$ cat config.mk
export PLATFORM = sky130hd
export DESIGN_NAME = sd_clk_gate_div
export DESIGN_NICKNAME = d
export VERILOG_FILES = /design/src/rtl/sdclk_pkg.sv /design/src/rtl/sdclk_ctrl.sv /design/src/rtl/sdclk_datapath.sv /design/src/rtl/sd_clk_gate_div.sv
export SDC_FILE = /design/constraint.sdc
export NUM_CORES = 1
export LEC_CHECK = 0
export BUFFER_PORTS_ARGS = -buffer_cell sky130_fd_sc_hd__buf_2
export CAP_MARGIN = 10
export CORE_MARGIN = 2
export CORE_UTILIZATION = 45
export CTS_CLUSTER_SIZE = 25
export DETAILED_ROUTE_END_ITERATION = 10
export GPL_ROUTABILITY_DRIVEN = 0
export PLACE_DENSITY = 0.67
export SYNTH_ARGS = -nofsm -noshare
export SYNTH_HDL_FRONTEND = slang
export SYNTH_SLANG_ARGS = --single-unit
$ cat constraint.sdc
create_clock -name clk -period 11 [get_ports clk]
set_clock_uncertainty 0.15 [all_clocks]
set_input_delay 0.55 -clock clk [delete_from_list [all_inputs] [get_ports clk]]
set_output_delay 0.55 -clock clk [all_outputs]
set_load 0.05 [all_outputs]
$ cat src/rtl/sdclk_pkg.sv
package sdclk_pkg;
  localparam int REG_W        = 10;
  localparam int SRC_W        = 3;
  localparam int OUT_W        = 2;
  localparam int SRC_MAX_CODE = 4;
  localparam int OUT_MAX_CODE = 1;
  localparam int HS_STOP_BIT  = 9;
  localparam int MN_STOP_BIT  = 8;
  localparam int CNT_W        = SRC_MAX_CODE + OUT_MAX_CODE + 1;
  localparam logic [REG_W-1:0] RESET_VAL = 10'h301;

  typedef struct packed {
    logic             stopHs;
    logic             stopMain;
    logic [SRC_W-1:0] srcCode;
    logic [OUT_W-1:0] outCode;
  } divCfg_t;
endpackage

$ cat src/rtl/sdclk_ctrl.sv
module sdclk_ctrl
  import sdclk_pkg::*;
(
  input  logic             clk,
  input  logic             rstN,
  input  logic             wrEn,
  input  logic [REG_W-1:0] wrData,
  output divCfg_t          cfg,
  output logic [REG_W-1:0] rdData,
  output logic             running,
  output logic             errFlag
);
  logic [SRC_W-1:0] wSrc;
  logic [OUT_W-1:0] wOut;
  logic [2:0]       wRsv;
  logic             illegal;

  assign wSrc = wrData[SRC_W+OUT_W-1:OUT_W];
  assign wOut = wrData[OUT_W-1:0];
  assign wRsv = wrData[MN_STOP_BIT-1:SRC_W+OUT_W];
  assign illegal = (wSrc > SRC_W'(SRC_MAX_CODE)) || (wOut > OUT_W'(OUT_MAX_CODE)) || (wRsv != '0);

  always_ff @(posedge clk or negedge rstN) begin
    if (!rstN) begin
      cfg.stopHs   <= RESET_VAL[HS_STOP_BIT];
      cfg.stopMain <= RESET_VAL[MN_STOP_BIT];
      cfg.srcCode  <= RESET_VAL[SRC_W+OUT_W-1:OUT_W];
      cfg.outCode  <= RESET_VAL[OUT_W-1:0];
      errFlag      <= 1'b0;
    end else if (wrEn) begin
      if (illegal) begin
        errFlag <= 1'b1;
      end else begin
        cfg.stopHs   <= wrData[HS_STOP_BIT];
        cfg.stopMain <= wrData[MN_STOP_BIT];
        cfg.srcCode  <= wSrc;
        cfg.outCode  <= wOut;
        errFlag      <= 1'b0;
      end
    end
  end

  assign rdData  = {cfg.stopHs, cfg.stopMain, 3'b000, cfg.srcCode, cfg.outCode};
  assign running = !cfg.stopHs && !cfg.stopMain;

  // illegal write holds register and raises the flag
  a_r7_illegal_hold: assert property (@(posedge clk) disable iff (!rstN)
    (wrEn && illegal) |=> (errFlag && $stable(rdData)));
  // legal write lands in full and clears the flag
  a_r6_legal_load: assert property (@(posedge clk) disable iff (!rstN)
    (wrEn && !illegal) |=> (!errFlag && rdData == ($past(wrData) & 10'h31F)));
endmodule

$ cat src/rtl/sdclk_datapath.sv
module sdclk_datapath
  import sdclk_pkg::*;
(
  input  logic    clk,
  input  logic    rstN,
  input  divCfg_t cfg,
  output logic    cardClkEn,
  output logic    hsClkEn
);
  logic [CNT_W-1:0] cnt;
  logic [SRC_W-1:0] actSrc;
  logic [OUT_W-1:0] actOut;
  logic [CNT_W:0]   periodLim;
  logic [CNT_W:0]   srcMask;
  logic             boundary;
  logic             srcTick;

  assign periodLim = ((CNT_W+1)'(1) << (actSrc + SRC_W'(actOut) + SRC_W'(1))) - (CNT_W+1)'(1);
  assign srcMask   = ((CNT_W+1)'(1) << actSrc) - (CNT_W+1)'(1);
  assign boundary  = ({1'b0, cnt} == periodLim);
  assign srcTick   = (({1'b0, cnt} & srcMask) == srcMask);

  always_ff @(posedge clk or negedge rstN) begin
    if (!rstN) begin
      cnt    <= '0;
      actSrc <= RESET_VAL[SRC_W+OUT_W-1:OUT_W];
      actOut <= RESET_VAL[OUT_W-1:0];
    end else if (boundary) begin
      cnt    <= '0;
      actSrc <= cfg.srcCode;
      actOut <= cfg.outCode;
    end else begin
      cnt <= cnt + CNT_W'(1);
    end
  end

  assign cardClkEn = boundary && !cfg.stopMain;
  assign hsClkEn   = srcTick && !cfg.stopHs;

  // active setting only moves at a period end
  a_r8_boundary_only: assert property (@(posedge clk) disable iff (!rstN)
    !boundary |=> ($stable(actSrc) && $stable(actOut)));
  // main pulses never on consecutive cycles
  a_r3_no_short_pulse: assert property (@(posedge clk) disable iff (!rstN)
    cardClkEn |=> !cardClkEn);
  // every main period end is also a source period end
  a_r4_nested_ticks: assert property (@(posedge clk) disable iff (!rstN)
    boundary |-> srcTick);
endmodule

$ cat src/rtl/sd_clk_gate_div.sv
module sd_clk_gate_div
  import sdclk_pkg::*;
(
  input  logic        clk,
  input  logic        rstN,
  input  logic        wrEn,
  input  logic [9:0]  wrData,
  output logic [9:0]  rdData,
  output logic        running,
  output logic        errFlag,
  output logic        cardClkEn,
  output logic        hsClkEn
);
  divCfg_t cfg;

  sdclk_ctrl u_ctrl (
    .clk(clk), .rstN(rstN), .wrEn(wrEn), .wrData(wrData),
    .cfg(cfg), .rdData(rdData), .running(running), .errFlag(errFlag)
  );

  sdclk_datapath u_dp (
    .clk(clk), .rstN(rstN), .cfg(cfg),
    .cardClkEn(cardClkEn), .hsClkEn(hsClkEn)
  );

  // a set stop bit silences its output
  a_r9_main_gated: assert property (@(posedge clk) disable iff (!rstN)
    rdData[MN_STOP_BIT] |-> !cardClkEn);
  a_r9_hs_gated: assert property (@(posedge clk) disable iff (!rstN)
    rdData[HS_STOP_BIT] |-> !hsClkEn);
  // status tracks register stop bits
  a_r5_running: assert property (@(posedge clk) disable iff (!rstN)
    running |-> (rdData[9:8] == 2'b00));
endmodule

After elaboration in Yosys (flattened, before gate mapping). Index checks and enable logic that the tools add are counted.

Logic and storage cells: 32. Register bits after elaboration: 19. Input bits: 13. Output and inout port bits: 14.

Bitwise operators: 2. Shift operators: 2. Reductions and logical operators: 9. Multiplexer cells: 2. Equal/unequal tests: 2. Magnitude comparators: 2. $add $sub $neg: 5.

Operators with widths (number): << shifter 1 x 3 -> 7 bit, first input constant (2); subtractor 7 x 2 -> 7 bit, second input constant (2); bitwise AND 6 x 7 -> 7 bit (1); == test 6 x 7 -> 1 bit (1); == test 7 bit (1); adder 6 x 1 -> 6 bit, second input constant (1); 2-to-1 mux 6 bit (1); adder 3 x 1 -> 3 bit, second input constant (1); adder 3 x 2 -> 3 bit (1); > comparator 3 bit, second input constant (1); logical AND 1 bit (3); nonzero test 3 bit (1); > comparator 2 x 1 -> 1 bit, second input constant (1); zero test 1 bit (2); logical OR 1 bit (2); AND reduction 2 bit (1); 2-to-1 mux 1 bit (1); NOT 1 bit (1).

Logic depth before layout (Yosys ltp). Gate-level depths: netlist of the first run.

Depth after elaboration: 6. Gate-level depth with buffers: 13. Gate-level depth less buffers: 11.

Hierarchy. Synthesis of the first run repeated with hierarchy kept, for this count alone.

Cells, all modules: 125. Area total of the unflattened synthesis: 1298.7 µm².

Modules (own cells, without submodules): sdclk_datapath (area an instance 875.8 µm², seq. area each 276.5 µm², cells an instance 91, instances 1); sdclk_ctrl (area an instance 422.9 µm², seq. area each 203.9 µm², cells an instance 34, instances 1).

Least setup slack after synthesis of the first run. No wires, ideal clock.

Path kind: register -> output. From: register u_dp.actSrc[0]. To: output port cardClkEn. Path buffers: 2. Path slack: 6467 ps. Data required time: 10300 ps. Arrival: 3833 ps. Cell stages (with the launch flop): 13. Cells stage by stage: dfrtp_1 -> clkbuf_1 -> inv_1 -> ha_1 -> fa_1 -> xor2_2 -> nand3_1 -> ha_1 -> and3_1 -> or4_4 -> a2111oi_4 -> buf_6 -> nor2b_1.

Word-level cells in the longest chain between the ends: 6.

RTL lines: start, declared (RTL line sdclk_datapath.sv:11) `logic [SRC_W-1:0] actSrc;`; start signal, assigned (RTL line sdclk_datapath.sv:26) `actSrc <= RESET_VAL[SRC_W+OUT_W-1:OUT_W];`; start signal, assigned (RTL line sdclk_datapath.sv:30) `actSrc <= cfg.srcCode;`; adder 3 x 2 -> 3 bit (RTL line sdclk_datapath.sv:18) `assign periodLim = ((CNT_W+1)'(1) << (actSrc + SRC_W'(actOut) + SRC_W'(1))) - (CNT_W+1)'(1);`; adder 3 x 1 -> 3 bit (RTL line sdclk_datapath.sv:18); << shifter 1 x 3 -> 7 bit (RTL line sdclk_datapath.sv:18); subtractor 7 x 2 -> 7 bit (RTL line sdclk_datapath.sv:18); == test 6 x 7 -> 1 bit (RTL line sdclk_datapath.sv:20) `assign boundary = ({1'b0, cnt} == periodLim);`; logical AND 1 bit (RTL line sdclk_datapath.sv:37) `assign cardClkEn = boundary && !cfg.stopMain;`; end, declared (RTL line sd_clk_gate_div.sv:11) `output logic cardClkEn,`.

Every way passes these cells.

Worst setup path in the final report of the first run.
From: register u_dp.actOut[0]. To: output port cardClkEn.

Word-level cells in the longest chain between the ends: 6.

RTL lines: start, declared (RTL line sdclk_datapath.sv:12) `logic [OUT_W-1:0] actOut;`; start signal, assigned (RTL line sdclk_datapath.sv:27) `actOut <= RESET_VAL[OUT_W-1:0];`; start signal, assigned (RTL line sdclk_datapath.sv:31) `actOut <= cfg.outCode;`; adder 3 x 2 -> 3 bit (RTL line sdclk_datapath.sv:18); adder 3 x 1 -> 3 bit (RTL line sdclk_datapath.sv:18); << shifter 1 x 3 -> 7 bit (RTL line sdclk_datapath.sv:18); subtractor 7 x 2 -> 7 bit (RTL line sdclk_datapath.sv:18); == test 6 x 7 -> 1 bit (RTL line sdclk_datapath.sv:20); logical AND 1 bit (RTL line sdclk_datapath.sv:37).

Every way passes these cells.

==> flow_summary.toml, run 1 <==
[placed_design]
post-dp-hpwl_mm = 1.75
portBuffers = 23
post_dp_cell_area_um2 = 1280

[sta]
period_needed_ns = 4.84
hold_viol = 0
rsz0062_at_grt = "false"
fin_tns_setup_ns = 0
slew_headroom_pct = 49.0
fmax_ghz = 0.207
drv_slew = 0
setup_viol = 0
fin_crit_sh_pct = 44.0
worst_pin_slew_ns = 0.765

[clocking]
cts_tree = "yes"
clockRootBuffer = "clkbuf_4"
cts_resized = 0
cts_num_sinks = 19
cts_max_level = 1
numCtsBuffers = 3
hold_buffers = 0
clk_path_buf_depth = 2
clkSlewWorstSetupHoldPaths_ns = 0.10
clk_latency_ns = 0.29
post_cts_buffers = 0

[critical_path]
startpoint_type = "flop"
crit_path_frequent_cell = "ha_1"
r2r_setup_slack_ns = 6.98
startpoint = "u_dp.actOut[0]$_DFFE_PN1N_"
crit_path_max_incr_delay_ns = 0.76
critPathCaptureType = "output port"
crit_cells = 11
crit_path_max_fanout = 12
worstSetupPathType = "flop to output port"
cp.arrival_ns = 4.14
crit_buf_inv = 2
cp_cell_sequence = "inv_1, ha_1, fa_1, xor2_2, nand3_1, ha_1, and3_1, or4_4, a2111oi_4, nor2b_1, buf_2"
cp-endpoint = "cardClkEn"
crit_required_ns = 10.30
timing.rr.end = "u_dp.actSrc[2]$_DFFE_PN0N_"
reg2regPathDepth = 10
cp_slowest_cell = "a2111oi_4"
rr_startpoint = "u_dp.actOut[0]$_DFFE_PN1N_"
path_delay_family = "simple AND/OR/NAND/NOR gates"

[synthesis]
synthArstFlopShare_pct = 100
synthCells = 116
synth.area.top_cells = "dfrtp_1 32%, dfstp_2 8.9%, mux2_2 5.7%, xnor2_1 5.2%, mux2_1 4.8%"
ys_warn_count = 0
synth.top_cell.area_share_pct = 31.8
synthDistinctLibCells = 38
yosys.area.top_type = "dfrtp_1"
ys.flop_type = "dfrtp_1"
synthTopCellsByCount = "15 x dfrtp_1, 9 x nor2_1, 8 x inv_1"
synth_seq_cells = 19
syn_area_um2 = 1180
synth_edf_count = 0
synth.most_common_cell = "dfrtp_1"
avgSynthCellArea_um2 = 10.2
synth_seq_area_share_pct = 40.8

[worst_hold_path]
min_path_type = "primary input to asynchronous set/reset pin"

[power]
p_leak_nw = 0.589
peakVddDrop_mv = 0.214
powerDensity_nw_per_um2 = 318

[flow_run]
cap_violations = 0

[global_routing]
grt_pass1_wl_mm = 3.72
grt-ovfl-total = 0
grt_max_degree = 20
antenna_found_initial = 0
grt_pass1_vias = 838
track_usage_pct = 17.3

[final_layout]
diodes = 0
drive_above_1_share_pct = 28.5
multi_input_area_um2 = 622
seqCellArea_um2 = 480
area_delta_synth_final_pct = 11.3
nets = 156
final_area_um2 = 1310
fill_cells = 234

[floorplan]
pin_count = 27
core-area_um2 = 2480
die_w_um = 55.2
dieArea_um2 = 3040
floorplan.rows = 18
initial_utilization_pct = 47.6
die_y_um = 55.2

[routing]
drt-wirelength-per-cell_um = 13.3
drt_iter0_drc = 24
wl_mm = 2.22
post-route-drc-count = 0
drtPass1Iterations = 4
drtAntennaViolNets = 0
vias = 916
via_per_inst = 5.49

[run_status]
status = "complete, no violations"
[worst min path at each step]
stage | cells after the start | from | endpoint
final | 1 | rstN | u_ctrl.errFlag$_DFFE_PN0P_
after global routing | 1 | rstN | u_ctrl.errFlag$_DFFE_PN0P_
after CTS | 1 | rstN | u_ctrl.errFlag$_DFFE_PN0P_
after detailed placement | 1 | u_ctrl.errFlag$_DFFE_PN0P_ | u_ctrl.errFlag$_DFFE_PN0P_
after global placement | 1 | u_ctrl.errFlag$_DFFE_PN0P_ | u_ctrl.errFlag$_DFFE_PN0P_
after floorplan | 0 | rstN | u_ctrl.cfg[1]$_DFFE_PN0P_
[state kept, by name (all words and copies together), names as in the netlist]
register / flops
u_dp.actOut: 2
u_dp.cnt: 6
u_ctrl.errFlag: 1
u_ctrl.cfg: 7
u_dp.actSrc: 3
[per-stage QoR]
step	total power [W]	hold WS (ns)	instances	setup slack, ns	util, %
finish	0.000416	0.0200	167	6.16	52.9
global route	0.000448	0.0473	167	5.84	52.9
CTS	0.000416	0.0280	167	6.15	52.9
detailed placement	0.000381	0.322	163	6.49	51.9
global placement	0.000375	0.307	163	6.56	51.9
floorplan	0.000338	0.104	118	6.47	-
[metal layers]
layer	track usage [%]	vias to the layer above	part of all wire [%]
li1	-	452	-
met1	23.6	437	46
met2	27.4	25	48
met3	2.69	2	5.4
met4	7.32	0	0.63
met5	0	-	0
[cell type report]
class	instances	share of cell area [%]
tap	30	2.86
timing repair buffer	23	8.78
clock buffer	4	2.00
multi-input combinational	83	47.4
sequential	19	36.6
inverter	8	2.29
[power breakdown]
| group | switching, W | internal [W] |
|---|---|---|
| clock | 0.0000197 | 0.0000141 |
| combinational | 0.000155 | 0.000103 |
| sequential | 0.0000311 | 0.0000931 |
| total | 0.000206 | 0.000210 |
[worst reg2reg max path: cells and delay by family, from the launching register on]
family / cells / cell delay (ns)
xor gates and xnor gates: 1 / 0.26
buffers and inverters: 1 / 0.04
DFF: 1 / 0.54
AOI/OAI and AO/OA: 1 / 0.76
muxes: 1 / 0.39
and+or+nand+nor: 3 / 0.83
adders and majority gates: 3 / 0.93
[cells in the final DEF (no fill, tap or decap), drive strengths merged, types with 4 or more instances in the layout]
cell type	n
ha	4
dfrtp	15
dfstp	4
o21ai	6
buf	23
xnor2	7
mux2	11
nand2	6
nand3	7
inv	8
nor2	9
clkbuf	4
[logic make-up after synthesis]
logic type	after synthesis	share of synthesized area (%)
DFF	19	40.8
adders and majority gates	5	5.95
xor gates and xnor gates	9	7.33
buffers and inverters	16	7.11
muxes	11	10.5
other	1	0.318
AOI/OAI and AO/OA	19	12.3
and+or+nand+nor	36	15.7
Note: power is estimated with default switching activity, not from simulation.
==> inputs of run 2 (changes only) <==
--- a/config.mk
+++ b/config.mk
@@ -5,6 +5,7 @@
 export SDC_FILE = /design/constraint.sdc
 export NUM_CORES = 1
 export LEC_CHECK = 0
+export ABC_AREA = 1
 export BUFFER_PORTS_ARGS = -buffer_cell sky130_fd_sc_hd__buf_2
 export CAP_MARGIN = 10
 export CORE_MARGIN = 2
@@ -12,7 +13,7 @@
 export CTS_CLUSTER_SIZE = 25
 export DETAILED_ROUTE_END_ITERATION = 10
 export GPL_ROUTABILITY_DRIVEN = 0
-export PLACE_DENSITY = 0.67
+export PLACE_DENSITY = 0.69
 export SYNTH_ARGS = -nofsm -noshare
 export SYNTH_HDL_FRONTEND = slang
 export SYNTH_SLANG_ARGS = --single-unit
==> constraint.sdc (replaced) <==
create_clock -name clk -period 4.14 [get_ports clk]
set_clock_uncertainty 0.15 [all_clocks]
set_input_delay 0.207 -clock clk [delete_from_list [all_inputs] [get_ports clk]]
set_output_delay 0.207 -clock clk [all_outputs]
set_load 0.05 [all_outputs]
==> run 2 against run 1 <==
- the flow now finishes with violations (design-rule violations)
- first-iteration DRC count grew to 3.7 times the previous value
- core utilization increased by 3.9 points
- critical endpoint unchanged
- area after synthesis grew 15%
- via count grew 40%
- final area grew 22%
- wire length increased by 39%
- critical path depth increased by 6
- non-clock buffer count up 8
- register-to-register slack got worse by 6.0 ns
- final cell count grew 53%
==> flow_summary.toml, run 2 <==
[synthesis]
avgSynthCellArea_um2 = 7.12
ys_warn_count = 0
synth_top_family_by_area = "simple AND/OR/NAND/NOR gates"
synth.area.top_cells = "dfrtp_1 28%, nand2_1 20%, dfstp_2 7.7%, nand3_1 7.0%, inv_1 6.6%"
synth-compound-area-share_pct = 2.02
synth.top_cell.area_share_pct = 27.6
muxShareOfSynthArea_pct = 0
synth_seq_area_share_pct = 35.3
synthCells = 191
synthTopCellsByCount = "71 x nand2_1, 24 x inv_1, 19 x nand3_1"
yosys.area.top_type = "dfrtp_1"
yosys.area_share.simple_pct = 43.6
synthDistinctLibCells = 28
synthArstFlopShare_pct = 100
synth_seq_cells = 19
ys.flop_type = "dfrtp_1"
synth.most_common_cell = "nand2_1"
synth_xor_area_share_pct = 3.22
synth_edf_count = 0
synthAdderAreaFrac_pct = 5.15
syn_area_um2 = 1360

[final_layout]
diodes = 0
seqCellArea_um2 = 480
mostFrequentLayoutCell = "nand2_1"
fill_cells = 280
largest_register_ff_count = 7
final_cell_mix = "71 x nand2_1, 24 x inv_1, 23 x buf_2"
drive_above_1_share_pct = 20.1
regMostFlops = "u_ctrl.cfg"
nets = 243
top_regs = "u_ctrl.cfg: 7 flops, u_dp.cnt: 6 flops, u_dp.actSrc: 3 flops"
multi_input_area_um2 = 746
area_delta_synth_final_pct = 17.3

[critical_path]
rr_startpoint = "u_dp.actSrc[0]$_DFFE_PN0N_"
reg2regPathDepth = 17
crit_path_max_incr_delay_ns = 0.63
critPathCaptureType = "output port"
cp_slowest_cell = "fa_1"
worstSetupPathType = "flop to output port"
crit_required_ns = 3.78
crit_path_frequent_cell = "nand2_1"
crit_path_max_fanout = 7
cp.arrival_ns = 3.41
cp_cell_sequence = "inv_1, ha_1, fa_1, nand2_1, inv_1, nand3_2, ha_1, inv_1, nand3_1, nand2_1, nand2_1, nand2_1, nand2_1, nand2_4, nand4_4, nor2_1, buf_2"
startpoint_type = "flop"
timing.rr.end = "u_dp.cnt[0]$_DFF_PN0_"
r2r_setup_slack_ns = 0.99

[sta]
drv_slew = 0
hold_viol = 0
rsz0062_at_grt = "false"
period_needed_ns = 3.77
fmax_ghz = 0.265
setup_viol = 0
fin_tns_setup_ns = 0
fin_crit_sh_pct = 91.0
timing.final.ws_setup_ns = 0.373

[clocking]
cts_resized = 0
clkSlewWorstSetupHoldPaths_ns = 0.11
numCtsBuffers = 3
clk_latency_ns = 0.30
cts_max_level = 1
clk_path_buf_depth = 2
cts_tree = "yes"
clockRootBuffer = "clkbuf_4"
cts_num_sinks = 19

[floorplan]
die_w_um = 59.0
pin_count = 27
dieArea_um2 = 3480
die_y_um = 59.0
core-area_um2 = 2810
floorplan.rows = 19
initial_utilization_pct = 48.5

[routing]
via_per_inst = 5.03
wl_mm = 3.08
drtPass1Iterations = 7
drt_iter0_drc = 89
vias = 1282
drtAntennaViolNets = 0
drt-wirelength-per-cell_um = 12.1
post-route-drc-count = 1

[global_routing]
grt_max_degree = 20
grt_pass1_vias = 1111
grt_pass1_wl_mm = 5.02
antenna_found_initial = 0
grt-ovfl-total = 0
track_usage_pct = 19.2

[placed_design]
dp_slack_ns = 0.735
portBuffers = 23
post-dp-hpwl_mm = 2.39

[worst_hold_path]
hp-start = "wrData[1]"
hold_path_end = "u_ctrl.cfg[0]$_DFFE_PN1P_"
whs_path_depth = 5
min_path_type = "primary input to flop"

[run_status]
status = "complete, but fails checks"
violations = "design-rule violations"

[flow_run]
cap_violations = 0
run 2: cell count changes in the layout (fill, tap and decap cells not counted), moves of 6 or more:
cell | previous run | this run
nand2_1 | 6 | 71
inv_1 | 8 | 24
nand4_1 | 0 | 7
nand3_1 | 7 | 19
dlygate4sd3_1 | 0 | 8
mux2_2 | 6 | 0
xnor2_1 | 7 | 1
run 2: worst max path at each step:
stage / depth (start not counted) / slack [ns] / end / from
after global routing: 17 / 0.09 / cardClkEn / u_dp.actSrc[0]$_DFFE_PN0N_
after CTS: 13 / 0.38 / cardClkEn / u_dp.actSrc[0]$_DFFE_PN0N_
after global placement: 17 / 0.77 / cardClkEn / u_dp.actOut[0]$_DFFE_PN1N_
after floorplan: 16 / 0.64 / cardClkEn / u_dp.actOut[0]$_DFFE_PN1N_
final: 17 / 0.37 / cardClkEn / u_dp.actSrc[0]$_DFFE_PN0N_
after detailed placement: 17 / 0.73 / cardClkEn / u_dp.actSrc[0]$_DFFE_PN0N_
run 2: logic make-up (layout without fill, tap and decap cells):
logic type | count (synthesis) | after routing
and+or+nand+nor | 127 | 127
AOI/OAI and AO/OA | 4 | 4
other | 1 | 3
adders and majority gates | 5 | 5
DFF | 19 | 19
buffers and inverters | 30 | 61
xor gates and xnor gates | 5 | 5
run 2: cell type report:
class / count / share of cell area [%]
Timing Repair Buffer: 31 / 12.2
Tap cell: 31 / 2.43
Inverter: 26 / 6.75
Clock buffer: 3 / 1.41
Multi-Input combinational cell: 144 / 46.7
Clock inverter: 1 / 0.314
Sequential cell: 19 / 30.1
run 2: critical path: cells and delay by family (launching register included):
kind,cells,cell delay (ns)
adder cells (fa/ha/maj),3,1.12
AND/OR/NAND/NOR,10,0.92
buffers and inverters,4,0.64
flip-flops,1,0.44
run 2: repair_timing:
action	in CTS	in global routing
hold buffers	8	0
endpoints found under the hold margin	23	0
setup buffers	0	0
run 2: per-layer routing:
| metal | wire length (µm) | part of all wire (%) | vias to the layer above | track usage (%) |
|---|---|---|---|---|
| li1 | - | - | 665 | - |
| met1 | 1440 | 47 | 583 | 26.1 |
| met2 | 1490 | 48 | 30 | 31.1 |
| met3 | 126 | 4.1 | 4 | 4.15 |
| met4 | 30 | 0.97 | 0 | 4.87 |
| met5 | 0 | 0 | - | 0 |
run 2: per-stage QoR:
stage | utilization, % | hold slack, ns | area (µm²) | cells
6_report | 56.9 | 0.120 | 1600 | 255
5_1_grt | 56.9 | 0.144 | 1600 | 255
4_1_cts | 56.9 | 0.112 | 1600 | 255
3_5_place_dp | 53.0 | 0.0157 | 1490 | 243
3_3_place_gp | 53.0 | 0.00914 | 1490 | 243
2_1_floorplan | - | -0.239 | 1370 | 193
Power of run 2 is not shown: default switching activity piles up to over one toggle a cycle in this logic, so the estimate is an artifact.
==> inputs of run 3 (changes only) <==
--- a/config.mk
+++ b/config.mk
@@ -14,6 +14,8 @@
 export DETAILED_ROUTE_END_ITERATION = 10
 export GPL_ROUTABILITY_DRIVEN = 0
 export PLACE_DENSITY = 0.69
+export REMOVE_ABC_BUFFERS = 1
 export SYNTH_ARGS = -nofsm -noshare
 export SYNTH_HDL_FRONTEND = slang
+export SYNTH_HIERARCHICAL = 1
 export SYNTH_SLANG_ARGS = --single-unit
==> run 3 against run 2 <==
- sequential cell count unchanged
- the flow now finishes without violations
- worst hold slack got worse by 0.087 ns
- setup slack improved by 0.083 ns
- area after synthesis increased by 2.1%
- die area increased by 2.0%
- critical path depth unchanged
- non-clock buffer count decreased by 4
- fmax increased by 2.3%
- largest cell class unchanged
- final area decreased by 3.0%
- register-to-register slack improved by 0.05 ns
- synthesized cell count decreased by 2.6%
- final cell count decreased by 5.1%
==> flow_summary.toml, run 3 <==
[floorplan]
die_w_um = 59.6
initial_utilization_pct = 46.3
floorplan.rows = 20
die_y_um = 59.6
dieArea_um2 = 3550
pin_count = 27
core-area_um2 = 3000

[routing]
drt_iter0_drc = 43
via_per_inst = 4.92
drtPass1Iterations = 4
wl_mm = 2.66
vias = 1190
drtAntennaViolNets = 0
drt-wirelength-per-cell_um = 11.0
post-route-drc-count = 0

[critical_path]
critPathCaptureType = "output port"
startpoint_type = "flop"
worstSetupPathType = "flop to output port"
crit_required_ns = 3.78
cp.arrival_ns = 3.33
crit_path_max_fanout = 7

[power]
peakVddDrop_mv = 0.406
powerDensity_nw_per_um2 = 878
total_power_w = 0.00136
p_leak_nw = 0.823

[sta]
rsz0062_at_grt = "false"
fin_tns_setup_ns = 0
period_needed_ns = 3.68
hold_viol = 0
fmax_ghz = 0.272
setup_viol = 0
fin_crit_sh_pct = 89.0
drv_slew = 0

[placed_design]
place_inst = 234
post_dp_cell_area_um2 = 1480
post-dp-hpwl_mm = 2.19
portBuffers = 23

[run_status]
status = "complete, no violations"

[synthesis]
synthDistinctLibCells = 28
synth.top_cell.area_share_pct = 27.0
yosys.area.top_type = "dfrtp_1"
syn_area_um2 = 1390
synthArstFlopShare_pct = 100
synth_edf_count = 0
synth.most_common_cell = "nand2_1"
synth.area.top_cells = "dfrtp_1 27%, nand2_1 13%, nand3_1 9.4%, dfstp_2 7.6%, inv_1 5.9%"
avgSynthCellArea_um2 = 7.47
ys.flop_type = "dfrtp_1"
synthCells = 186
synth_seq_cells = 19
synth_seq_area_share_pct = 34.6
ys_warn_count = 6
synthTopCellsByCount = "47 x nand2_1, 26 x nand3_1, 22 x inv_1"

[clocking]
clkSlewWorstSetupHoldPaths_ns = 0.12
clk_latency_ns = 0.29
numCtsBuffers = 3
cts_resized = 0
cts_max_level = 1
clk_path_buf_depth = 2
cts_tree = "yes"
clockRootBuffer = "clkbuf_4"
cts_num_sinks = 19

[final_layout]
regMostFlops = "u_ctrl/cfg"
multi_input_area_um2 = 747
nets = 228
drive_above_1_share_pct = 24.4
seqCellArea_um2 = 480
fill_cells = 294
mostFrequentLayoutCell = "nand2_1"
largest_register_ff_count = 7
finalNonFillerCells = 242
final_cell_mix = "47 x nand2_1, 26 x nand3_1, 23 x buf_2"
postLayoutCoreUtil_pct = 51.5
top_regs = "u_ctrl/cfg: 7 flops, u_dp/cnt: 6 flops, u_dp/actSrc: 3 flops"
area_delta_synth_final_pct = 11.4
diodes = 0
final_area_um2 = 1550

[global_routing]
grt-ovfl-total = 0
grt_pass1_vias = 1161
grt_max_degree = 20
antenna_found_initial = 0
track_usage_pct = 17.5
grt_pass1_wl_mm = 4.78

[flow_run]
cap_violations = 0

[worst_hold_path]
min_path_type = "primary input to flop"
-- run 3: logic make-up after synthesis --
group | count (synthesis) | share of synthesized area [%]
AOI/OAI and AO/OA | 9 | 4.59
buffers and inverters | 35 | 12.2
and+or+nand+nor | 112 | 40.2
other | 1 | 0.270
adders and majority gates | 5 | 5.05
DFF | 19 | 34.6
xor gates and xnor gates | 5 | 3.15
-- run 3: through the flow --
stage / setup WS (ns) / hold WS, ns
floorplan: 0.744 / -0.239
detailed placement: 0.798 / 0.0109
finish: 0.457 / 0.0333
global route: 0.146 / 0.0498
global placement: 0.809 / 0.0100
CTS: 0.462 / 0.0243
-- run 3: layout make-up --
| class | instances | area share, % |
|---|---|---|
| clock inverters | 1 | 0.485 |
| clock buffers | 3 | 1.46 |
| repair buffers | 27 | 10.0 |
| multi-input cells | 134 | 48.3 |
| well taps | 33 | 2.67 |
| inverters | 25 | 6.06 |
| flip-flops and latches | 19 | 31.0 |
-- run 3: repair_timing --
action	4_1_cts	5_1_grt
endpoints found under the hold margin	20	0
setup buffers	0	0
hold buffers	4	0
-- run 3: worst paths after layout --
path,from,to,slack [ns],cells after the start
hold reg to reg,u_ctrl/cfg[0]$_DFFE_PN1P_,u_ctrl/cfg[0]$_DFFE_PN1P_,0.33,2
setup reg to reg,u_dp/actOut[0]$_DFFE_PN1N_,u_dp/cnt[0]$_DFF_PN0_,1.04,17
hold / removal,wrData[3],u_ctrl/cfg[3]$_DFFE_PN0P_,0.03,3
setup / recovery,u_dp/actOut[0]$_DFFE_PN1N_,cardClkEn,0.46,17
min in group asynchronous,rstN,u_dp/actSrc[1]$_DFFE_PN0N_,0.22,2
max in group asynchronous,rstN,u_dp/actOut[0]$_DFFE_PN1N_,3.28,2
-- run 3: report_power, final --
part           switching, W  internal [W]   total, W
registers         0.0000703      0.000252   0.000322
clock network     0.0000562     0.0000367  0.0000929
logic              0.000630      0.000313   0.000943
-- run 3: critical path, cell delays in order (launching register included) --
cell,delay (ns)
dfstp_2,0.56
inv_1,0.05
ha_1,0.18
fa_1,0.63
nand2_1,0.11
inv_1,0.09
nand2_2,0.06
ha_1,0.27
inv_1,0.10
nand3_1,0.06
nand2_1,0.06
nand2_1,0.06
nand2_1,0.06
nand2_1,0.06
nand2_2,0.13
nand4_4,0.17
nor2_1,0.12
buf_2,0.26
-- run 3: routing by layer --
metal	vias up	wire length (µm)	track usage, %
li1	624	-	-
met1	535	1260	23.7
met2	27	1290	29.0
met3	4	84	1.75
met4	0	27	6.35
met5	-	0	0
